### src/rtl/adcrd_pkg.sv
`timescale 1ns/1ps
package adcrd_pkg;

  typedef enum logic [3:0] {
    S_IDLE,
    S_CSLO,
    S_CNVLO,
    S_CNVHI,
    S_WBUSY,
    S_RD1,
    S_BYTE,
    S_RD2,
    S_REC
  } seq_st_e;

  function automatic int max2(input int a, input int b);
    return (a > b) ? a : b;
  endfunction

endpackage

### src/rtl/adcrd_timer.sv
`timescale 1ns/1ps
module adcrd_timer #(
  parameter int CNT_W = 16
) (
  input  logic             clk,
  input  logic             rst,
  input  logic             load,
  input  logic [CNT_W-1:0] load_val,
  output logic             expired
);

  logic [CNT_W-1:0] cnt_q;

  always_ff @(posedge clk) begin
    if (rst)              cnt_q <= '0;
    else if (load)        cnt_q <= load_val;
    else if (cnt_q != '0) cnt_q <= cnt_q - 1'b1;
  end

  assign expired = (cnt_q == '0);

endmodule

### src/rtl/adcrd_trigger.sv
`timescale 1ns/1ps
module adcrd_trigger #(
  parameter int PERIOD = 400,
  parameter int CNT_W  = 16
) (
  input  logic clk,
  input  logic rst,
  input  logic en,
  output logic tick
);

  logic [CNT_W-1:0] cnt_q;

  always_ff @(posedge clk) begin
    if (rst || !en) begin
      cnt_q <= '0;
      tick  <= 1'b0;
    end else if (cnt_q == CNT_W'(PERIOD - 1)) begin
      cnt_q <= '0;
      tick  <= 1'b1;
    end else begin
      cnt_q <= cnt_q + 1'b1;
      tick  <= 1'b0;
    end
  end

endmodule

### src/rtl/adcrd_seq.sv
`timescale 1ns/1ps
module adcrd_seq
  import adcrd_pkg::*;
#(
  parameter int BYTE_W       = 8,
  parameter int CNT_W        = 16,
  parameter int T_CNV_LO     = 2,
  parameter int T_CNV_HI     = 2,
  parameter int T_QUIET_POST = 4,
  parameter int T_QUIET_PRE  = 5,
  parameter int T_RD_LO      = 5,
  parameter int T_RD_HI      = 2,
  parameter int T_EN         = 3,
  parameter int T_BYTE_DLY   = 23,
  parameter int T_BYTE_GAP   = 5,
  parameter int T_RD2CNV     = 5,
  parameter int BUSY_TMO     = 100,
  parameter int DUMMY_CNT    = 3
) (
  input  logic                clk,
  input  logic                rst,
  input  logic                go,
  input  logic                busy_i,
  input  logic [BYTE_W-1:0]   data_i,
  output logic                cs_n_o,
  output logic                convst_n_o,
  output logic                rd_n_o,
  output logic                byte_sel_o,
  output logic [2*BYTE_W-1:0] sample_o,
  output logic                sample_vld_o,
  output logic                err_o
);

  localparam int L_CNVLO = max2(T_CNV_LO, 1);
  localparam int L_HOLD  = max2(max2(T_CNV_HI, T_QUIET_POST - L_CNVLO), 1);
  localparam int L_RDLO  = max2(max2(T_RD_LO, T_EN), 1);
  localparam int L_BYTE  = max2(max2(T_BYTE_DLY, T_RD_HI), max2(T_BYTE_GAP - L_RDLO, 1));
  localparam int L_REC   = max2(max2(T_QUIET_PRE, T_RD2CNV), 1);
  localparam int L_TMO   = max2(BUSY_TMO, 1);
  localparam int DW      = $clog2(DUMMY_CNT + 2);

  seq_st_e          st_q, nxt;
  logic             t_load, t_exp;
  logic [CNT_W-1:0] t_val;
  logic             cap_hi, cap_lo, tmo;
  logic [BYTE_W-1:0] hi_q;
  logic [DW-1:0]    done_q;

  adcrd_timer #(.CNT_W(CNT_W)) u_timer (
    .clk      (clk),
    .rst      (rst),
    .load     (t_load),
    .load_val (t_val),
    .expired  (t_exp)
  );

  always_comb begin
    nxt    = st_q;
    t_load = 1'b0;
    t_val  = '0;
    cap_hi = 1'b0;
    cap_lo = 1'b0;
    tmo    = 1'b0;
    case (st_q)
      S_IDLE:  if (go) nxt = S_CSLO;
      S_CSLO: begin
        nxt = S_CNVLO; t_load = 1'b1; t_val = CNT_W'(L_CNVLO - 1);
      end
      S_CNVLO: if (t_exp) begin
        nxt = S_CNVHI; t_load = 1'b1; t_val = CNT_W'(L_HOLD - 1);
      end
      S_CNVHI: if (t_exp) begin
        nxt = S_WBUSY; t_load = 1'b1; t_val = CNT_W'(L_TMO - 1);
      end
      S_WBUSY: begin
        if (!busy_i) begin
          nxt = S_RD1; t_load = 1'b1; t_val = CNT_W'(L_RDLO - 1);
        end else if (t_exp) begin
          nxt = S_IDLE; tmo = 1'b1;
        end
      end
      S_RD1: if (t_exp) begin
        cap_hi = 1'b1; nxt = S_BYTE; t_load = 1'b1; t_val = CNT_W'(L_BYTE - 1);
      end
      S_BYTE: if (t_exp) begin
        nxt = S_RD2; t_load = 1'b1; t_val = CNT_W'(L_RDLO - 1);
      end
      S_RD2: if (t_exp) begin
        cap_lo = 1'b1; nxt = S_REC; t_load = 1'b1; t_val = CNT_W'(L_REC - 1);
      end
      S_REC:   if (t_exp) nxt = S_IDLE;
      default: nxt = S_IDLE;
    endcase
  end

  always_ff @(posedge clk) begin
    if (rst) begin
      st_q         <= S_IDLE;
      cs_n_o       <= 1'b1;
      convst_n_o   <= 1'b1;
      rd_n_o       <= 1'b1;
      byte_sel_o   <= 1'b0;
      hi_q         <= '0;
      sample_o     <= '0;
      sample_vld_o <= 1'b0;
      err_o        <= 1'b0;
      done_q       <= '0;
    end else begin
      st_q       <= nxt;
      cs_n_o     <= (nxt == S_IDLE);
      convst_n_o <= (nxt != S_CNVLO);
      rd_n_o     <= !((nxt == S_RD1) || (nxt == S_RD2));
      byte_sel_o <= (nxt == S_BYTE) || (nxt == S_RD2);
      if (cap_hi) hi_q <= data_i;
      sample_vld_o <= 1'b0;
      if (cap_lo) begin
        sample_o     <= {hi_q, data_i};
        sample_vld_o <= (done_q == DW'(DUMMY_CNT));
        if (done_q != DW'(DUMMY_CNT)) done_q <= done_q + 1'b1;
      end
      if (tmo)                        err_o <= 1'b1;
      else if (st_q == S_IDLE && go)  err_o <= 1'b0;
    end
  end

  logic [CNT_W-1:0] cnv_lo_cnt;
  always_ff @(posedge clk) begin
    if (rst)              cnv_lo_cnt <= '0;
    else if (!convst_n_o) cnv_lo_cnt <= cnv_lo_cnt + 1'b1;
    else                  cnv_lo_cnt <= '0;
  end


  cnv_cs_low_chk: assert property (@(posedge clk) disable iff (rst)
    $fell(convst_n_o) |-> !cs_n_o);


  cnv_width_chk: assert property (@(posedge clk) disable iff (rst)
    $rose(convst_n_o) |-> (cnv_lo_cnt == CNT_W'(L_CNVLO)));


  rd_after_busy_chk: assert property (@(posedge clk) disable iff (rst)
    ($fell(rd_n_o) && !byte_sel_o) |-> !$past(busy_i));


  byte_stable_chk: assert property (@(posedge clk) disable iff (rst)
    (!rd_n_o && $past(!rd_n_o)) |-> $stable(byte_sel_o));


  vld_pulse_chk: assert property (@(posedge clk) disable iff (rst)
    sample_vld_o |=> !sample_vld_o);


  tmo_idle_chk: assert property (@(posedge clk) disable iff (rst)
    $rose(err_o) |-> (cs_n_o && !sample_vld_o));

endmodule

### src/rtl/adcrd_ctrl.sv
`timescale 1ns/1ps
module adcrd_ctrl #(
  parameter int BYTE_W       = 8,
  parameter int CNT_W        = 16,
  parameter int T_CNV_LO     = 2,
  parameter int T_CNV_HI     = 2,
  parameter int T_QUIET_POST = 4,
  parameter int T_QUIET_PRE  = 5,
  parameter int T_RD_LO      = 5,
  parameter int T_RD_HI      = 2,
  parameter int T_EN         = 3,
  parameter int T_BYTE_DLY   = 23,
  parameter int T_BYTE_GAP   = 5,
  parameter int T_RD2CNV     = 5,
  parameter int BUSY_TMO     = 100,
  parameter int DUMMY_CNT    = 3,
  parameter int PERIOD       = 400
) (
  input  logic                clk,
  input  logic                rst,
  input  logic                start_req,
  input  logic                trig_en,
  input  logic                adc_busy,
  input  logic [BYTE_W-1:0]   adc_db,
  output logic                adc_cs_n,
  output logic                adc_convst_n,
  output logic                adc_rd_n,
  output logic                adc_byte_sel,
  output logic [2*BYTE_W-1:0] sample_o,
  output logic                sample_vld,
  output logic                busy_tmo_err
);

  logic tick;

  adcrd_trigger #(.PERIOD(PERIOD), .CNT_W(CNT_W)) u_trig (
    .clk  (clk),
    .rst  (rst),
    .en   (trig_en),
    .tick (tick)
  );

  adcrd_seq #(
    .BYTE_W(BYTE_W), .CNT_W(CNT_W),
    .T_CNV_LO(T_CNV_LO), .T_CNV_HI(T_CNV_HI),
    .T_QUIET_POST(T_QUIET_POST), .T_QUIET_PRE(T_QUIET_PRE),
    .T_RD_LO(T_RD_LO), .T_RD_HI(T_RD_HI), .T_EN(T_EN),
    .T_BYTE_DLY(T_BYTE_DLY), .T_BYTE_GAP(T_BYTE_GAP),
    .T_RD2CNV(T_RD2CNV), .BUSY_TMO(BUSY_TMO), .DUMMY_CNT(DUMMY_CNT)
  ) u_seq (
    .clk          (clk),
    .rst          (rst),
    .go           (start_req | tick),
    .busy_i       (adc_busy),
    .data_i       (adc_db),
    .cs_n_o       (adc_cs_n),
    .convst_n_o   (adc_convst_n),
    .rd_n_o       (adc_rd_n),
    .byte_sel_o   (adc_byte_sel),
    .sample_o     (sample_o),
    .sample_vld_o (sample_vld),
    .err_o        (busy_tmo_err)
  );

endmodule

### config.mk
export PLATFORM = sky130hd
export DESIGN_NAME = adcrd_ctrl
export DESIGN_NICKNAME = d
export VERILOG_FILES = /design/src/rtl/adcrd_pkg.sv /design/src/rtl/adcrd_timer.sv /design/src/rtl/adcrd_trigger.sv /design/src/rtl/adcrd_seq.sv /design/src/rtl/adcrd_ctrl.sv
export SDC_FILE = /design/constraint.sdc
export NUM_CORES = 1
export LEC_CHECK = 0
export ABC_CLOCK_PERIOD_IN_PS = 2640
export BUFFER_PORTS_ARGS = -buffer_cell sky130_fd_sc_hd__buf_2
export CORE_ASPECT_RATIO = 0.7
export CORE_MARGIN = 1
export CORE_UTILIZATION = 34
export DETAILED_ROUTE_END_ITERATION = 6
export PLACE_DENSITY = 0.49
export SLEW_MARGIN = 20
export SYNTH_ARGS = -nofsm -noshare
export SYNTH_HDL_FRONTEND = slang
export SYNTH_SLANG_ARGS = --single-unit
### constraint.sdc
create_clock -name clk -period 2.64 [get_ports clk]
set_clock_uncertainty 0.05 [all_clocks]
set_input_delay 0.396 -clock clk [delete_from_list [all_inputs] [get_ports clk]]
set_output_delay 0.396 -clock clk [all_outputs]
set_load 0.01 [all_outputs]
==> results.sh, run 1 <==
export IMPL_synth_area_mm2=0.00310
export IMPL_detail_route_antenna_nets=0
export IMPL_synth_top_cell_by_area="dfxtp_1"
export IMPL_slowest_delay_ns=0.39
export IMPL_drive_above_1_share=0.158
export IMPL_fin_crit_sh=0.885
export IMPL_setup_violations_final=0
export IMPL_syn_nets=377
export IMPL_rsz0062_at_grt="false"
export IMPL_dieHeight_um=81.9
export IMPL_clock_path_buffers=2
export IMPL_crit_fanout=9
export IMPL_synthCells=360
export IMPL_drc=0
export IMPL_p_per_area_mw_per_mm2=987
export IMPL_synth_edf_count=0
export IMPL_wl_per_cell_um=13.3
export IMPL_layout_nets=411
export IMPL_initial_core_util=0.358
export IMPL_crit_path_end_kind="flop"
export IMPL_cts_num_sinks=70
export IMPL_grt_usage=0.164
export IMPL_synth_area_leaders="dfxtp_1, nand2_1, nor2_1, a21oi_1, xor2_1"
export IMPL_cts_htree_levels=3
export IMPL_grt_pass1_wl_um=11900
export IMPL_cp_depth=7
export IMPL_maxCapViolations=0
export IMPL_routed_wirelength_um=6910
export IMPL_antenna_found_initial=0
export IMPL_grt_pass1_vias=2320
export IMPL_num_io_pins=35
export IMPL_ys_seq_elements=70
export IMPL_vdd_drop_max_v=0.000463
export IMPL_synth_avg_cell_area_um2=8.61
export IMPL_dp_hpwl_um=4910
export IMPL_cts_tree="built"
export IMPL_clkLatencyLatePin_ns=0.33
export IMPL_path_clk_slew_ns=0.05
export IMPL_power_leakage_nw=1.46
export IMPL_cts_setup_buffers=0
export IMPL_tns_ns=0
export IMPL_max_freq_ghz=0.428
export IMPL_cts_made_buffers=9
export IMPL_syn2layout_area_growth_pct=19.8
export IMPL_timing_final_crit_period_ns=2.34
export IMPL_vias=2534
export IMPL_ys_warnings_count=0
export IMPL_arrival_ns=2.49
export IMPL_synth_main_ff_cell="dfxtp_1"
export IMPL_worstReg2RegEnd="u_seq.convst_n_o"
export IMPL_p_total_w=0.00366
export IMPL_grt_max_degree=25
export IMPL_dp_cells=503
export IMPL_reg2reg_slack_ns=0.30
export IMPL_rows=28
export IMPL_rr_startpoint="u_seq.u_timer.cnt_q[0]"
export IMPL_dr_first_iter_drc_count=229
export IMPL_place_gp_congestion=0.805
export IMPL_hp_class="in2reg"
export IMPL_instances_no_fill=519
export IMPL_crit_required_ns=2.80
export IMPL_drv_slew=0
export IMPL_seq_area_mm2=0.00140
export IMPL_synth_top_cell_area_share=0.452
export IMPL_min_path_cells=3
export IMPL_cp_start_kind="flop"
export IMPL_min_from="adc_db[2]"
export IMPL_core_area_mm2=0.00865
export IMPL_path_cells="inv_1, ha_1, nor3b_2, and4_2, o21ai_0, a21oi_1, or3b_1"
export IMPL_slowest_stage="and4_2"
export IMPL_worstSetupPathType="reg2reg"
export IMPL_fillCellCount=917
export IMPL_hold_path_end="u_seq.sample_o[2]"
export IMPL_final_core_util=0.429
export IMPL_finalHoldViolCount=0
export IMPL_multi_input_area_mm2=0.00161
export IMPL_tightest_slew_ns=0.643
export IMPL_async_reset_ff_frac=0
export IMPL_viasPerCell=4.88
export IMPL_dieArea_mm2=0.00950
export IMPL_die_x_um=116
export IMPL_cts_root_buf="clkbuf_16"
export IMPL_holdWs_ns=0.268
export IMPL_reg2reg_depth=7
export IMPL_slew_limit_headroom=0.570
export IMPL_yosysSeqAreaShare=0.452
export IMPL_diodes=0
export IMPL_cp_top_family="simple AND/OR/NAND/NOR gates"
export IMPL_numPortBuffers=34
export IMPL_ys_types=47
export IMPL_status="completed"
export IMPL_first_pass_iters=5
export IMPL_grt_ovfl_total=0
export IMPL_cp_num_buf_inv=1
[state kept, by name (all words and copies together), names as in the netlist, 3 cells and up]
| register | cells |
|---|---|
| u_trig.cnt_q | 16 |
| u_seq.done_q | 3 |
| u_seq.hi_q | 8 |
| u_seq.st_q | 4 |
| u_seq.u_timer.cnt_q | 16 |
| u_seq.sample_o | 16 |
[metrics by stage]
stage,area [µm²],setup WS [ns]
floorplan,3100,0.577
global placement,3390,0.369
detailed placement,3390,0.245
CTS,3710,0.228
global route,3710,0.0514
finish,3710,0.305
[per-layer routing]
layer / up-vias / track usage / routed length [µm]
met1: 1165 / 0.247 / 3790
met3: 2 / 0.0546 / 306
met2: 43 / 0.210 / 2790
met5: - / 0 / 0
met4: 0 / 0.0538 / 21
li1: 1324 / - / -
[tightest hold or removal path, cell delays in order]
cell and delay [ns]:
buf_2 0.10, nand2_1 0.05, a21oi_1 0.05
[cell usage after synthesis, types with 2 or more instances]
master / number
a21oi_1: 36
nor2_1: 49
or3_1: 3
xor2_1: 14
o21a_1: 2
nor4_1: 7
ha_1: 4
nor4_4: 3
and3_1: 7
xnor2_1: 13
inv_1: 7
nor3_1: 10
or4_1: 3
nand2_1: 50
nand4_1: 9
buf_2: 5
nor3b_1: 2
clkbuf_1: 11
nand2b_1: 3
o21ai_0: 8
nor4b_1: 2
mux2i_1: 9
nand3b_1: 3
dfxtp_1: 70
nand3_1: 8
[where the power goes]
part	total [W]	internal, W	switching (W)
Sequential	0.00131	0.00116	0.000156
Combinational	0.00109	0.000463	0.000623
Clock	0.00126	0.000834	0.000430
Total	0.00366	0.00245	0.00121
[how the worst max path moves through the flow]
stage | slack (ns) | startpoint | end
floorplan | 0.58 | u_seq.u_timer.cnt_q[0] | u_seq.done_q[0]
global placement | 0.37 | u_seq.u_timer.cnt_q[0] | u_seq.convst_n_o
detailed placement | 0.24 | u_seq.u_timer.cnt_q[0] | u_seq.convst_n_o
CTS | 0.23 | u_seq.u_timer.cnt_q[0] | u_seq.convst_n_o
global route | 0.05 | u_seq.u_timer.cnt_q[0] | u_seq.convst_n_o
finish | 0.30 | u_seq.u_timer.cnt_q[0] | u_seq.convst_n_o
[cell families (layout without fill, tap and decap cells)]
family,after synthesis,count (layout),synth area share
XOR/XNOR,27,27,0.0763
AND/OR/NAND/NOR,170,170,0.290
AO/OA/AOI/OAI,57,57,0.106
adder cells (fa/ha/maj),4,4,0.0162
buffers and inverters,23,62,0.0299
multiplexers,9,9,0.0291
flip-flops,70,70,0.452
[placed cells by master (no fill, tap or decap), types with 8 or more instances in the layout]
cell / synthesis / layout
a21oi_1: 36 / 36
xnor2_1: 13 / 13
buf_2: 5 / 34
clkbuf_16: 0 / 9
xor2_1: 14 / 14
nor2_1: 49 / 49
nand2_1: 50 / 50
dfxtp_1: 70 / 70
mux2i_1: 9 / 9
nand4_1: 9 / 9
nor3_1: 10 / 10
nand3_1: 8 / 8
o21ai_0: 8 / 8
[what timing repair did]
item	4_1_cts	5_1_grt
endpoints found under the setup margin	0	1
hold buffers	0	0
resized for setup	0	1
[layout make-up]
cell class                      instances  share of cell area
Sequential cell                        70               0.377
Multi-Input combinational cell        267               0.432
Inverter                                7             0.00708
Clock inverter                          2              0.0101
Tap cell                              120              0.0404
Clock buffer                           14              0.0765
Timing Repair Buffer                   39              0.0559
(Power assumes the default switching activity.)
==> run 2, diff against run 1 <==
Settings changed: CORE_MARGIN 1 to 1.5.
==> run 2 against run 1 <==
  * Global-route usage is 1.0 points lower
  * Critical path type unchanged
  * Sequential share of layout area is 0.051 points higher
  * Final area is 0.13% lower
==> results.sh, run 2 (synthesis results as in run 1) <==
export IMPL_layout_common_cells="dfxtp_1, nand2_1, nor2_1"
export IMPL_wl_met2_um=2670
export IMPL_crit_required_ns=2.80
export IMPL_maxCapViolations=0
export IMPL_fin_area_mm2=0.00371
export IMPL_power_leakage_nw=1.45
export IMPL_vdd_drop_max_v=0.000412
export IMPL_num_io_pins=35
export IMPL_arrival_ns=2.61
export IMPL_hp_class="in2reg"
export IMPL_min_path_cells=3
export IMPL_drive_above_1_share=0.160
export IMPL_rows=28
export IMPL_vias=2570
export IMPL_viasPerCell=4.94
export IMPL_postPlaceCellArea_mm2=0.00340
export IMPL_hold_path_end="u_seq.hi_q[0]"
export IMPL_numPortBuffers=34
export IMPL_place_gp_congestion=0.818
export IMPL_cts_tree="built"
export IMPL_min_from="adc_db[0]"
export IMPL_grt_max_degree=20
export IMPL_reg2reg_depth=7
export IMPL_initial_core_util=0.358
export IMPL_ctsResizeCount=0
export IMPL_grt_ovfl_total=0
export IMPL_syn2layout_area_growth_pct=19.7
export IMPL_core_area_mm2=0.00865
export IMPL_crit_path_end_kind="flop"
export IMPL_drc=0
export IMPL_postCtsHoldBufs=0
export IMPL_worstSetupPathType="reg2reg"
export IMPL_power_frac_comb=0.300
export IMPL_dp_hpwl_um=4950
export IMPL_layout_nets=412
export IMPL_tns_ns=0
export IMPL_cp_start_kind="flop"
export IMPL_wl_met3_um=290
export IMPL_drv_slew=0
export IMPL_largestRegisters="u_seq.sample_o (16), u_seq.u_timer.cnt_q (16), u_trig.cnt_q (16)"
export IMPL_dr_first_iter_drc_count=107
export IMPL_cts_setup_buffers=0
export IMPL_p_sw_w=0.00122
export IMPL_rsz0062_at_grt="false"
export IMPL_finalHoldViolCount=0
export IMPL_p_int_w=0.00240
export IMPL_grt_pass1_wl_um=11800
export IMPL_drt_met1_wl_um=3820
export IMPL_cts_htree_levels=3
export IMPL_clkPwrFrac=0.337
export IMPL_die_x_um=117
export IMPL_rr_startpoint="u_seq.u_timer.cnt_q[0]"
export IMPL_dieHeight_um=82.9
export IMPL_diodes=0
export IMPL_tightest_slew_ns=0.644
export IMPL_antenna_found_initial=0
export IMPL_dr_max_layer_used="met4"
export IMPL_first_pass_iters=4
export IMPL_layout_commonest_cell="dfxtp_1"
export IMPL_grt_pass1_vias=2333
export IMPL_grt_usage=0.153
export IMPL_status="completed"
export IMPL_dieArea_mm2=0.00970
export IMPL_wl_per_cell_um=13.2
export IMPL_crit_fanout=9
export IMPL_max_freq_ghz=0.408
export IMPL_setup_violations_final=0
export IMPL_fin_crit_sh=0.929
export IMPL_clkLatencyLatePin_ns=0.33
export IMPL_detail_route_antenna_nets=0
export IMPL_routed_wirelength_um=6840
export IMPL_timing_final_crit_period_ns=2.45
export IMPL_cts_made_buffers=9
export IMPL_p_per_area_mw_per_mm2=976
export IMPL_worstReg2RegEnd="u_seq.convst_n_o"
export IMPL_clock_path_buffers=2
export IMPL_slew_limit_headroom=0.569
export IMPL_path_clk_slew_ns=0.06
export IMPL_cts_root_buf="clkbuf_16"
export IMPL_swShare=0.338
export IMPL_seqPwrFrac=0.363
export IMPL_cts_num_sinks=70
export IMPL_reg2reg_slack_ns=0.19
[run 2: final cells by class]
type	instances	area, µm²
fill	916	4950
multi-input combinational	267	1600
sequential	70	1400
clock buffer	11	253
timing repair buffer	40	215
tap	120	150
clock inverter	5	57.6
inverter	7	26.3
[run 2: worst max-delay path: stages (launching register included)]
cell	delay, ns
dfxtp_1	0.35
inv_1	0.07
ha_1	0.28
nor3b_2	0.35
and4_1	0.45
o21ai_0	0.13
a21oi_1	0.27
or3b_1	0.39
[run 2: power by group through the flow]
stage | logic [W] | clock network, W | registers [W]
4_1_cts | 0.00108 | 0.00126 | 0.00131
6_report | 0.00108 | 0.00122 | 0.00131
5_1_grt | 0.00122 | 0.00131 | 0.00133
3_5_place_dp | 0.00107 | 0 | 0.00134
3_3_place_gp | 0.00109 | 0 | 0.00134
2_1_floorplan | 0.000877 | 0 | 0.00129
[run 2: how the worst max path moves through the flow]
stage	startpoint	endpoint	slack, ns
after detailed placement	u_seq.u_timer.cnt_q[0]	u_seq.convst_n_o	0.25
after CTS	u_seq.u_timer.cnt_q[0]	u_seq.convst_n_o	0.22
final	u_seq.u_timer.cnt_q[0]	u_seq.convst_n_o	0.19
after floorplan	u_seq.u_timer.cnt_q[0]	u_seq.done_q[0]	0.58
after global routing	u_seq.u_timer.cnt_q[1]	u_seq.convst_n_o	0.03
after global placement	u_seq.u_timer.cnt_q[0]	u_seq.convst_n_o	0.37
[run 2: metrics by stage]
step	utilization	hold slack (ns)	setup WS, ns	power (W)	cells
after floorplan	-	0.380	0.577	0.00217	360
after global placement	0.393	0.387	0.369	0.00243	504
after detailed placement	0.393	0.392	0.246	0.00241	504
after CTS	0.428	0.257	0.215	0.00366	520
after global routing	0.428	0.271	0.0282	0.00386	520
final	0.428	0.266	0.187	0.00362	520
[run 2: metal layers]
layer  vias up  GRT usage
met2        40      0.187
met1      1197      0.244
met4         0     0.0372
li1       1326          -
met3         7     0.0591
met5         -          0
==> run 3, diff against run 2 <==
Settings changed: ABC_AREA set to 1.
==> run 3 against run 2 <==
  * First-iteration DRC count grew to 2.6 times the previous value
  * Final area grew 5.5%
  * Flip-flop and latch count is the same
  * Critical path depth grew 4
  * Die area grew 7.7%
  * Largest cell class unchanged
  * Worst setup slack gained 0.47 ns
  * Area after synthesis grew 7.9%
  * Sequential share of layout area shrank 2.0 points
  * Combinational power grew 33%
==> results.sh, run 3 <==
export IMPL_drv_slew=0
export IMPL_slowest_delay_ns=0.32
export IMPL_maxCapViolations=0
export IMPL_arrival_ns=2.16
export IMPL_setup_violations_final=0
export IMPL_tightest_slew_ns=0.382
export IMPL_cts_tree="built"
export IMPL_max_freq_ghz=0.504
export IMPL_grt_max_degree=26
export IMPL_crit_required_ns=2.81
export IMPL_tns_ns=0
export IMPL_first_pass_iters=4
export IMPL_ys_warnings_count=0
export IMPL_synth_area_mm2=0.00334
export IMPL_seq_area_mm2=0.00140
export IMPL_dp_cells=582
export IMPL_instances_no_fill=598
export IMPL_fin_crit_sh=0.751
export IMPL_cts_htree_levels=3
export IMPL_postCtsHoldBufs=0
export IMPL_fillCellCount=1005
export IMPL_power_leakage_nw=1.61
export IMPL_numPortBuffers=34
export IMPL_clock_path_buffers=2
export IMPL_cp_top_family="simple AND/OR/NAND/NOR gates"
export IMPL_finalHoldViolCount=0
export IMPL_place_gp_congestion=0.852
export IMPL_synth_top_cell_area_share=0.419
export IMPL_largestRegisters="u_seq.sample_o (16), u_seq.u_timer.cnt_q (16), u_trig.cnt_q (16)"
export IMPL_slew_limit_headroom=0.745
export IMPL_detail_route_antenna_nets=0
export IMPL_p_total_w=0.00395
export IMPL_synth_top_cell_by_area="dfxtp_1"
export IMPL_vdd_drop_max_v=0.000448
export IMPL_ys_seq_elements=70
export IMPL_grt_ovfl_total=0
export IMPL_grt_pass1_wl_um=12900
export IMPL_async_reset_ff_frac=0
export IMPL_cp_num_buf_inv=2
export IMPL_synth_edf_count=0
export IMPL_dp_hpwl_um=5410
export IMPL_crit_fanout=18
export IMPL_wl_met3_um=377
export IMPL_grt_usage=0.156
export IMPL_layout_common_cells="dfxtp_1, nand2_1, nor2_1"
export IMPL_core_area_mm2=0.00961
export IMPL_synth_area_leaders="dfxtp_1, nand2_1, nor2_1, o21ai_0, a21oi_1"
export IMPL_cts_root_buf="clkbuf_16"
export IMPL_wl_met2_um=2880
export IMPL_antenna_found_initial=0
export IMPL_slowest_stage="dfxtp_1"
export IMPL_wl_per_cell_um=12.5
export IMPL_cp_start_kind="flop"
export IMPL_num_io_pins=35
export IMPL_cts_made_buffers=9
export IMPL_p_per_area_mw_per_mm2=1010
export IMPL_dr_first_iter_drc_count=273
export IMPL_hp_class="in2reg"
export IMPL_cp_common_cell="nand2_4"
export IMPL_die_x_um=122
export IMPL_syn_nets=446
export IMPL_viasPerCell=4.80
export IMPL_synthCells=429
export IMPL_ys_top_cells_by_count="dfxtp_1, nand2_1, nor2_1, inv_1, o21ai_0"
export IMPL_synth_avg_cell_area_um2=7.79
export IMPL_rsz0062_at_grt="false"
export IMPL_yosysMostFrequentCell="dfxtp_1"
export IMPL_drive_above_1_share=0.209
export IMPL_drc=0
export IMPL_dieHeight_um=86.0
export IMPL_dieArea_mm2=0.0104
export IMPL_cts_setup_buffers=0
export IMPL_path_cells="inv_1, ha_1, nand2_4, nor2_8, nand2_4, inv_4, nand3_4, nand2_4, nand2_2, nor2_2, nand2_1"
export IMPL_clkLatencyLatePin_ns=0.33
export IMPL_yosysSeqAreaShare=0.419
export IMPL_postPlaceCellArea_mm2=0.00361
export IMPL_multi_input_area_mm2=0.00170
export IMPL_initial_core_util=0.348
export IMPL_layout_nets=482
export IMPL_diodes=0
export IMPL_synth_main_ff_cell="dfxtp_1"
export IMPL_dr_max_layer_used="met4"
export IMPL_ys_types=38
export IMPL_ctsResizeCount=0
export IMPL_worstSetupPathType="reg2reg"
export IMPL_grt_pass1_vias=2582
export IMPL_path_clk_slew_ns=0.06
export IMPL_routed_wirelength_um=7500
export IMPL_cts_num_sinks=70
export IMPL_vias=2870
export IMPL_fin_area_mm2=0.00391
export IMPL_timing_final_crit_period_ns=1.98
export IMPL_drt_met1_wl_um=4130
export IMPL_status="completed"
export IMPL_crit_path_end_kind="flop"
export IMPL_syn2layout_area_growth_pct=17.0
export IMPL_rows=30
export IMPL_layout_commonest_cell="dfxtp_1"
## run 3: cell types whose count changed after synthesis, moves of 7 or more
cell	before	now
nor3_2	1	9
clkbuf_1	11	4
nor3_1	10	20
nand3_1	8	19
nand2_1	50	69
nor2_1	49	57
o21ai_0	8	31
inv_1	7	33
xnor2_1	13	5
xor2_1	14	6
mux2i_1	9	0
## run 3: cell type report
class,count,area share
Multi-Input combinational cell,307,0.435
Sequential cell,70,0.358
Clock buffer,10,0.0611
Timing Repair Buffer,38,0.0512
Tap cell,128,0.0409
Inverter,39,0.0381
Clock inverter,6,0.0157
## run 3: worst paths after layout
check                         start                end  slack (ns)  depth (start not counted)
max          u_seq.u_timer.cnt_q[0]   u_seq.convst_n_o        0.66                         11
min                       adc_db[3]  u_seq.sample_o[3]        0.27                          3
max reg2reg  u_seq.u_timer.cnt_q[0]   u_seq.convst_n_o        0.66                         11
min reg2reg         u_trig.cnt_q[0]    u_trig.cnt_q[0]        0.40                          1
## run 3: cells by family after synthesis
kind of cell | after synthesis | share of synthesized area
buffers and inverters | 52 | 0.0719
xor gates and xnor gates | 11 | 0.0288
and+or+nand+nor | 224 | 0.358
DFF | 70 | 0.419
AOI/OAI and AO/OA | 68 | 0.107
adders and majority gates | 4 | 0.0150
## run 3: per-layer routing
| metal | GRT usage | vias to the layer above |
|---|---|---|
| met5 | 0 | - |
| met4 | 0.0545 | 0 |
| met3 | 0.0499 | 13 |
| met2 | 0.205 | 70 |
| met1 | 0.234 | 1284 |
| li1 | - | 1503 |
## run 3: report_power, final
part / switching [W] / total [W] / leakage, nW / internal, W
clock: 0.000453 / 0.00121 / 0.148 / 0.000753
sequential: 0.000120 / 0.00130 / 0.567 / 0.00118
combinational: 0.000945 / 0.00144 / 0.894 / 0.000500
## run 3: worst register-to-register path, delay by kind of cell, from the launching register on
kind          cells  cell delay [ns]
flops             1             0.32
simple gates      8             1.05
fa+ha+maj         1             0.26
buf+inv           2             0.19
## run 3: through the flow
stage | worst slack [ns] | utilization | hold slack, ns
floorplan | 1.02 | - | 0.368
global placement | 0.695 | 0.376 | 0.385
detailed placement | 0.660 | 0.376 | 0.391
CTS | 0.650 | 0.407 | 0.259
global route | 0.484 | 0.407 | 0.263
finish | 0.656 | 0.407 | 0.269
